===== config.mk =====
export PLATFORM = sky130hd
export DESIGN_NAME = staged_idle_ctrl
export DESIGN_NICKNAME = d
export VERILOG_FILES = /design/src/rtl/staged_idle_pkg.sv /design/src/rtl/idle_req_decode.sv /design/src/rtl/idle_delay_timer.sv /design/src/rtl/idle_stage_fsm.sv /design/src/rtl/staged_idle_ctrl.sv
export SDC_FILE = /design/constraint.sdc
export NUM_CORES = 1
export LEC_CHECK = 0
export ABC_AREA = 1
export ABC_CLOCK_PERIOD_IN_PS = 1600
export BUFFER_PORTS_ARGS = -buffer_cell sky130_fd_sc_hd__clkbuf_2
export CAP_MARGIN = 20
export CORE_AREA = 4 4 63 47
export CTS_CLUSTER_DIAMETER = 30
export DETAILED_ROUTE_END_ITERATION = 16
export DIE_AREA = 0 0 67 51
export GPL_TIMING_DRIVEN = 0
export MAX_ROUTING_LAYER = met4
export PLACE_DENSITY_LB_ADDON = 0.25
export SETUP_SLACK_MARGIN = 0.15
export SYNTH_ARGS = -nofsm -noshare
export SYNTH_HDL_FRONTEND = slang
export SYNTH_SLANG_ARGS = --single-unit

===== constraint.sdc =====
create_clock -name clk_i -period 1.6 [get_ports clk_i]
set_clock_uncertainty 0.1 [all_clocks]
set_input_delay 0.32 -clock clk_i [delete_from_list [all_inputs] [get_ports clk_i]]
set_output_delay 0.32 -clock clk_i [all_outputs]
set_load 0.03 [all_outputs]

===== src/rtl/staged_idle_pkg.sv =====
package staged_idle_pkg;
  typedef logic [2:0] cstate_t;

  localparam cstate_t CS_RUN   = 3'd0;
  localparam cstate_t CS_LIGHT = 3'd1;
  localparam cstate_t CS_RET   = 3'd3;
  localparam cstate_t CS_OFF   = 3'd6;

  typedef enum logic [1:0] {
    RQ_RUN,
    RQ_LIGHT,
    RQ_DEEP
  } rq_kind_t;

  typedef enum logic [1:0] {
    PH_RUN,
    PH_LIGHT,
    PH_WAIT,
    PH_DEEP
  } phase_t;
endpackage


===== src/rtl/idle_req_decode.sv =====
module idle_req_decode
  import staged_idle_pkg::*;
(
  input  logic [2:0] code_i,
  output rq_kind_t   kind_o,
  output cstate_t    target_o
);
  always_comb begin
    kind_o   = RQ_LIGHT;
    target_o = CS_LIGHT;
    unique case (code_i)
      CS_RUN: begin
        kind_o   = RQ_RUN;
        target_o = CS_RUN;
      end
      CS_RET, CS_OFF: begin
        kind_o   = RQ_DEEP;
        target_o = code_i;
      end
      default: begin
        // unsupported codes fold onto the light state
        kind_o   = RQ_LIGHT;
        target_o = CS_LIGHT;
      end
    endcase
  end
endmodule


===== src/rtl/idle_delay_timer.sv =====
module idle_delay_timer #(
  parameter int unsigned W = 8
) (
  input  logic         clk_i,
  input  logic         rst_ni,
  input  logic         load_i,
  input  logic [W-1:0] load_val_i,
  input  logic         clear_i,
  output logic         expired_o
);
  logic [W-1:0] cnt_q;
  logic         armed_q;

  always_ff @(posedge clk_i or negedge rst_ni) begin
    if (!rst_ni) begin
      cnt_q   <= '0;
      armed_q <= 1'b0;
    end else if (clear_i) begin
      armed_q <= 1'b0;
    end else if (load_i) begin
      cnt_q   <= load_val_i;
      armed_q <= 1'b1;
    end else if (armed_q && (cnt_q != '0)) begin
      cnt_q <= cnt_q - 1'b1;
    end
  end

  assign expired_o = armed_q && (cnt_q == '0);
endmodule


===== src/rtl/idle_stage_fsm.sv =====
module idle_stage_fsm
  import staged_idle_pkg::*;
(
  input  logic     clk_i,
  input  logic     rst_ni,
  input  logic     wake_i,
  input  logic     req_valid_i,
  input  rq_kind_t kind_i,
  input  cstate_t  target_i,
  input  logic     expired_i,
  output logic     load_o,
  output logic     clear_o,
  output cstate_t  applied_o,
  output logic     commit_o
);
  phase_t  phase_q, phase_d;
  cstate_t applied_q, applied_d;
  cstate_t target_q, target_d;
  logic    commit_q, commit_d;

  always_comb begin
    phase_d   = phase_q;
    applied_d = applied_q;
    target_d  = target_q;
    commit_d  = 1'b0;
    load_o    = 1'b0;
    clear_o   = 1'b0;
    if (wake_i) begin
      phase_d   = PH_RUN;
      applied_d = CS_RUN;
      clear_o   = 1'b1;
    end else if (req_valid_i) begin
      unique case (kind_i)
        RQ_RUN: begin
          phase_d   = PH_RUN;
          applied_d = CS_RUN;
          clear_o   = 1'b1;
        end
        RQ_DEEP: begin
          phase_d   = PH_WAIT;
          applied_d = CS_LIGHT;
          target_d  = target_i;
          load_o    = 1'b1;
        end
        default: begin
          phase_d   = PH_LIGHT;
          applied_d = CS_LIGHT;
          clear_o   = 1'b1;
        end
      endcase
    end else if (phase_q == PH_WAIT && expired_i) begin
      phase_d   = PH_DEEP;
      applied_d = target_q;
      commit_d  = 1'b1;
      clear_o   = 1'b1;
    end
  end

  always_ff @(posedge clk_i or negedge rst_ni) begin
    if (!rst_ni) begin
      phase_q   <= PH_RUN;
      applied_q <= CS_RUN;
      target_q  <= CS_LIGHT;
      commit_q  <= 1'b0;
    end else begin
      phase_q   <= phase_d;
      applied_q <= applied_d;
      target_q  <= target_d;
      commit_q  <= commit_d;
    end
  end

  assign applied_o = applied_q;
  assign commit_o  = commit_q;
endmodule


===== src/rtl/staged_idle_ctrl.sv =====
module staged_idle_ctrl
  import staged_idle_pkg::*;
#(
  parameter int unsigned DLY_W = 8
) (
  input  logic             clk_i,
  input  logic             rst_ni,
  input  logic             req_valid_i,
  input  logic [2:0]       req_state_i,
  input  logic             wake_i,
  input  logic [DLY_W-1:0] delay_i,
  output logic [2:0]       applied_state_o,
  output logic             commit_o
);
  rq_kind_t kind;
  cstate_t  target;
  logic     t_load, t_clear, t_expired;

  idle_req_decode u_decode (
    .code_i   (req_state_i),
    .kind_o   (kind),
    .target_o (target)
  );

  idle_delay_timer #(.W(DLY_W)) u_timer (
    .clk_i      (clk_i),
    .rst_ni     (rst_ni),
    .load_i     (t_load),
    .load_val_i (delay_i),
    .clear_i    (t_clear),
    .expired_o  (t_expired)
  );

  idle_stage_fsm u_fsm (
    .clk_i       (clk_i),
    .rst_ni      (rst_ni),
    .wake_i      (wake_i),
    .req_valid_i (req_valid_i),
    .kind_i      (kind),
    .target_i    (target),
    .expired_i   (t_expired),
    .load_o      (t_load),
    .clear_o     (t_clear),
    .applied_o   (applied_state_o),
    .commit_o    (commit_o)
  );
endmodule


==> reports/qor.txt, run 1 <==
maximum resistive drop on vdd = 0.791 mV
max cap viols = 0
register area = 454 um2
startpoint types = flip-flop
total placed instance area = 0.00127 mm2
drt via density = 4.81
LEAKAGE = 0.730 nW
CTS Buffer Depth = 2
footprint of the multi-input gates = 632 um2
ranking of synthesized cells by area = dfrtp_1 37%, nand2_1 13%, nand3_1 10%
Total Nets Final = 193
fin crit share = 89.8%
fill cell count = 216
Yosys reg bits = 18
WS Path Type = reg2reg
worst skew pair latency = 310 ps
DR pass1 iterations = 4
Post-synth top flop = dfrtp_1
Min-Delay Endpoint = u_fsm.target_q[0]
count of input and output buffers = 18
CP Cell Sequence = nor2_4, nand2_2, o21ai_4, nand2_4, nand3_2, nand2_1
Die ar. = 0.00342 mm2
hold path depth = 2
CTS tree = done
count leader, synth = nand2_1
Synth Cell Area = 0.00114 mm2
routed len/inst = 12.6 um
Total Power = 1.97 mW
Post-Synthesis Net Count = 163
Warnings, synthesis = 0
CTS root buffer = clkbuf_4
initial antenna violation count = 0
status = completed
final instance area = 0.00141 mm2
reg2reg start = u_timer.cnt_q[3]
Syn Inst Count = 146
antenna diode count = 0
Worst-Margin Slew = 466 ps
Site Rows = 15
Final Hold Vio Count = 0
H-Tree Depth = 1
CP endpoint kind = flip-flop
asr flop ratio synth = 100%
worst path required time = 1700 ps
Cell variety after synth = 28
reg2reg setup slack = 160 ps
DRC violations left = 0
critical path arrival = 1540 ps
register area share after synthesis = 39.7%
synthesized area per cell = 7.79 um2
Synth area leader = dfrtp_1
area growth from synthesis to layout = 24.3%
total power per unit cell area = 1390 mW/mm2
EDFF count, synth = 0
most instantiated cells after synthesis = 40 x nand2_1, 23 x nand3_1, 19 x inv_1
delay-heaviest family, CP = simple AND/OR/NAND/NOR gates
num ports = 19
pin count of the biggest net entering global routing = 19
post-synth top area share = 37.4%
first-pass GRT wire length = 4.58 mm
Clock Sinks = 18
core area = 0.00238 mm2
Crit-path slowest cell = dfrtp_2
via count of the first global-routing pass = 1022
R2R cell count = 6
Hold Path Origin = req_state_i[2]
share of cells above drive strength 1 = 35.4%
Total GRT Usage = 18.2%
Critical Path Fanout Max = 8
# setup viols final = 0
Bufs and invs on worst path = 0
via count = 1005
Antenna Nets Post-Route = 0
Max Clock Freq = 0.696 GHz
violation count after the first detailed-route iteration = 50
die width = 67 um
RSZ-0062 raised after global routing = true
Hold Path Class = in2reg
initial core utilization = 47.7%
CP peak stage delay = 450 ps
Die Span Y = 51 um
R2R Path End = u_timer.cnt_q[7]
RD Place Congestion = 0.897
relative slew slack = 68.9%
Post-DP HPWL = 1.90 mm
min Tclk post-route = 1440 ps
final wirelength = 2.63 mm
total grt overflow = 0
TritonCTS buffer count = 3
Final Max Slew Viols = 0
Worst-path clk slew = 100 ps
## flip-flops by register name (all words and copies together), names as in the netlist
signal	cells
u_timer.cnt_q	8
u_fsm.target_q	3
u_timer.armed_q	1
u_fsm.applied_o	3
u_fsm.commit_o	1
u_fsm.phase_q	2
## placed cells by master, fill, tap and decap left out, types with 2 or more instances in the layout
cell type,count
or2_1,2
o21ai_0,3
nand3_4,2
clkbuf_4,3
nor2_1,7
inv_1,17
nand2_1,35
nand3_1,22
nor2_2,2
o21ai_2,2
dfrtp_1,15
nand2_2,8
buf_4,5
clkbuf_2,18
nand3_2,3
inv_2,3
nor2_4,4
o21ai_1,5
dfrtp_2,2
## worst max path at each step
stage,depth (start not counted),from,to
floorplan,7,u_timer.cnt_q[0],u_timer.cnt_q[5]
global placement,7,u_timer.cnt_q[0],u_timer.cnt_q[5]
detailed placement,7,u_timer.cnt_q[0],u_timer.cnt_q[5]
CTS,7,u_timer.cnt_q[0],u_timer.cnt_q[7]
global route,6,u_timer.cnt_q[3],u_timer.cnt_q[3]
finish,6,u_timer.cnt_q[3],u_timer.cnt_q[7]
## metal layers
layer,routed length [um],global-route usage (%)
met4,31,6.40
met2,1190,25.4
met3,121,5.93
met5,0,-
met1,1300,24.6
## what timing repair did
item | CTS | global route
buffers inserted | 5 | 1
endpoints found under the setup margin | 12 | 12
gates resized for setup | 6 | 9
hold buffers | 1 | 0
hold endpoints to repair | 17 | 0
pin swaps | 3 | 11
## where the power goes
group	switching [mW]	internal (mW)	total, mW
Combinational	0.565	0.401	0.966
Sequential	0.134	0.574	0.709
Clock	0.153	0.139	0.292
## per-stage QoR
stage	hold slack, ps	std cells	TNS (ps)	setup slack, ps	utilization [%]
after detailed placement	196	198	-281	-40.0	53.3
final	98.7	209	0	163	59.3
after global placement	188	198	-342	-46.0	53.3
after global routing	97.2	209	0	101	59.3
after CTS	100	208	0	163	58.4
after floorplan	-75.6	146	0	165	-
## cell type report
| type | instances | share of cell area (%) |
|---|---|---|
| Buffer | 2 | 1.15 |
| Sequential cell | 18 | 32.1 |
| Timing Repair Buffer | 25 | 11.2 |
| Inverter | 20 | 5.31 |
| Multi-Input combinational cell | 106 | 44.7 |
| Tap cell | 34 | 3.01 |
| Clock buffer | 4 | 2.57 |
## logic make-up (layout without fill, tap and decap cells)
family	count (synthesis)	in the layout	synth area share, %
AO/OA/AOI/OAI	12	12	7.15
XOR/XNOR	1	1	0.770
adder cells (fa/ha/maj)	2	2	2.20
buffers and inverters	22	51	8.03
flip-flops	18	18	39.7
AND/OR/NAND/NOR	91	91	42.1
(Power assumes the default switching activity.)
==> inputs of run 2 (changes only) <==
Settings changed: ABC_CLOCK_PERIOD_IN_PS 1600 to 1800, SLEW_MARGIN set to 15.
Clock period 1.6 ns to 1.8 ns, I/O delays scaled along.
==> run 2 against run 1 <==
Compared with the run above: hold slack improved by 35 ps; global-route usage decreased by 2.0 points; wire length decreased by 9.9%; cell area decreased by 5.7%; largest cell class unchanged; first-iteration DRC count decreased by 44%; critical path type unchanged; via count decreased by 1.8%; cell count decreased by 1.9%; die area unchanged.
==> reports/qor.txt, run 2 (synthesis gave the netlist of run 1 again) <==
status = completed (unchanged)
total grt overflow = 0 (unchanged)
Crit path top cell by count = nand2_1
maximum resistive drop on vdd = 0.550 mV (was 0.791 mV)
Hold Path Class = in2reg (unchanged)
startpoint types = flip-flop (unchanged)
CTS tree = done (unchanged)
CTS Buffer Depth = 2 (unchanged)
# setup viols final = 0 (unchanged)
initial core utilization = 47.7% (unchanged)
LEAKAGE = 0.701 nW (was 0.730 nW)
routed len/inst = 11.6 um (was 12.6 um)
DRC violations left = 0 (unchanged)
Worst-Margin Slew = 469 ps (was 466 ps)
H-Tree Depth = 1 (unchanged)
Total Nets Final = 189 (was 193)
Final Max Slew Viols = 0 (unchanged)
Critical Path Fanout Max = 8 (unchanged)
most common cell after layout, fill and taps aside = nand2_1 (unchanged)
RSZ-0062 raised after global routing = true (unchanged)
Bufs and invs on worst path = 1 (was 0)
Final Hold Vio Count = 0 (unchanged)
via count = 987 (was 1005)
Site Rows = 15 (unchanged)
fill cell count = 251 (was 216)
Clk pwr share = 16.6% (was 14.9%)
CP endpoint kind = flip-flop (unchanged)
Top reg by flops = u_timer.cnt_q (unchanged)
WS Path Type = reg2reg (unchanged)
violation count after the first detailed-route iteration = 28 (was 50)
max reg flops = 8 (unchanged)
Die Span Y = 51 um (unchanged)
fin crit share = 87.6% (was 89.8%)
setup_tns = 0 ps (unchanged)
internal power = 905 uW (was 1.11 mW)
Comb pwr share = 43.8% (was 49.1%)
dpl cells = 198 (unchanged)
sequential share of power = 39.6% (was 36.0%)
core area = 0.00238 mm2 (unchanged)
CP peak stage delay = 430 ps (was 450 ps)
CTS root buffer = clkbuf_4 (unchanged)
count of input and output buffers = 18 (unchanged)
CP Cell Sequence = inv_1, ha_1, nand3_1, o21ai_4, nand2_4, nand2_1, nand2_1 (was nor2_4, nand2_2, o21ai_4, nand2_4, nand3_2, nand2_1)
DR pass1 iterations = 4 (unchanged)
Worst-path clk slew = 110 ps (was 100 ps)
worst skew pair latency = 310 ps (about the same)
Max Clock Freq = 0.634 GHz (was 0.696 GHz)
TritonCTS buffer count = 3 (unchanged)
final wirelength = 2.37 mm (was 2.63 mm)
RD Place Congestion = 0.928 (was 0.897)
register area = 452 um2 (was 454 um2)
non-filler cells, final = 205 (was 209)
switching power share of the total = 42.9% (was 43.3%)
share of cells above drive strength 1 = 28.1% (was 35.4%)
switching power = 679 uW (was 852 uW)
Clock Sinks = 18 (unchanged)
initial antenna violation count = 0 (unchanged)
area growth from synthesis to layout = 17.3% (was 24.3%)
Total GRT Usage = 16.2% (was 18.2%)
first-pass GRT wire length = 4.08 mm (was 4.58 mm)
Post-DP HPWL = 1.82 mm (was 1.90 mm)
Hold Slack = 134 ps (was 98.7 ps)
drt via density = 4.81 (about the same)
critical path arrival = 1680 ps (was 1540 ps)
die width = 67 um (unchanged)
delay-heaviest family, CP = flip-flops (was simple AND/OR/NAND/NOR gates)
Crit-path slowest cell = dfrtp_1 (was dfrtp_2)
max cap viols = 0 (unchanged)
antenna diode count = 0 (unchanged)
Die ar. = 0.00342 mm2 (unchanged)
worst path required time = 1900 ps (was 1700 ps)
commonest cells after routing, fill and taps aside = 40 x nand2_1, 23 x nand3_1, 19 x inv_1 (was 35 x nand2_1, 22 x nand3_1, 18 x clkbuf_2)
relative slew slack = 68.8% (was 68.9%)
via count of the first global-routing pass = 908 (was 1022)
Antenna Nets Post-Route = 0 (unchanged)
num ports = 19 (unchanged)
pin count of the biggest net entering global routing = 19 (unchanged)
total power per unit cell area = 1190 mW/mm2 (was 1390 mW/mm2)
footprint of the multi-input gates = 597 um2 (was 632 um2)
min Tclk post-route = 1580 ps (was 1440 ps)
-- run 2: through the flow --
step | setup WS [ps] | util, % | total power, mW | area (um2)
global placement | 128 | 53.3 | 1.30 | 1270
finish | 224 | 56.0 | 1.58 | 1330
CTS | 251 | 55.9 | 1.58 | 1330
detailed placement | 129 | 53.3 | 1.31 | 1270
floorplan | 335 | - | 1.17 | 1140
global route | 129 | 56.0 | 1.73 | 1330
-- run 2: power by group through the flow --
stage | clock [mW] | combinational [mW] | sequential [mW]
global placement | 0 | 0.669 | 0.629
floorplan | 0 | 0.557 | 0.611
finish | 0.262 | 0.694 | 0.628
CTS | 0.265 | 0.693 | 0.625
global route | 0.284 | 0.800 | 0.642
detailed placement | 0 | 0.683 | 0.631
-- run 2: layer usage --
metal	share of wire, %	track usage (%)	vias up	wire [um]
met5	0	-	-	0
met4	1.1	4.38	0	25
met3	5.2	5.27	4	123
met2	40	21.9	23	950
met1	54	23.1	446	1270
li1	-	-	514	-
-- run 2: path summary, 6_finish.rpt --
path / startpoint / endpoint / slack (ps) / cells past startpoint
worst max register to register: u_timer.cnt_q[0] / u_timer.cnt_q[3] / 220 / 7
worst max-delay path: u_timer.cnt_q[0] / u_timer.cnt_q[3] / 220 / 7
max in group asynchronous: rst_ni / u_fsm.target_q[0] / 830 / 2
min in group asynchronous: rst_ni / u_fsm.applied_o[2] / 410 / 2
worst min-delay path: req_state_i[2] / u_fsm.target_q[0] / 130 / 2
worst min register to register: u_fsm.target_q[1] / u_fsm.target_q[1] / 370 / 2
-- run 2: cell type report --
cell class                 instances  area share (%)
tap                               34            3.19
timing repair buffer              21            8.63
sequential                        18            33.9
clock buffer                       4            2.72
buffer                             2            1.22
multi-input combinational        106            44.7
inverter                          20            5.63
-- run 2: repair_timing --
item                                    in CTS  in global routing
hold buffers                                 1                  0
endpoints found under the setup margin       8                  3
endpoints found under the hold margin       17                  0
gates resized for setup                      0                  1
buffers inserted                             2                  0
pin swaps                                    1                  0
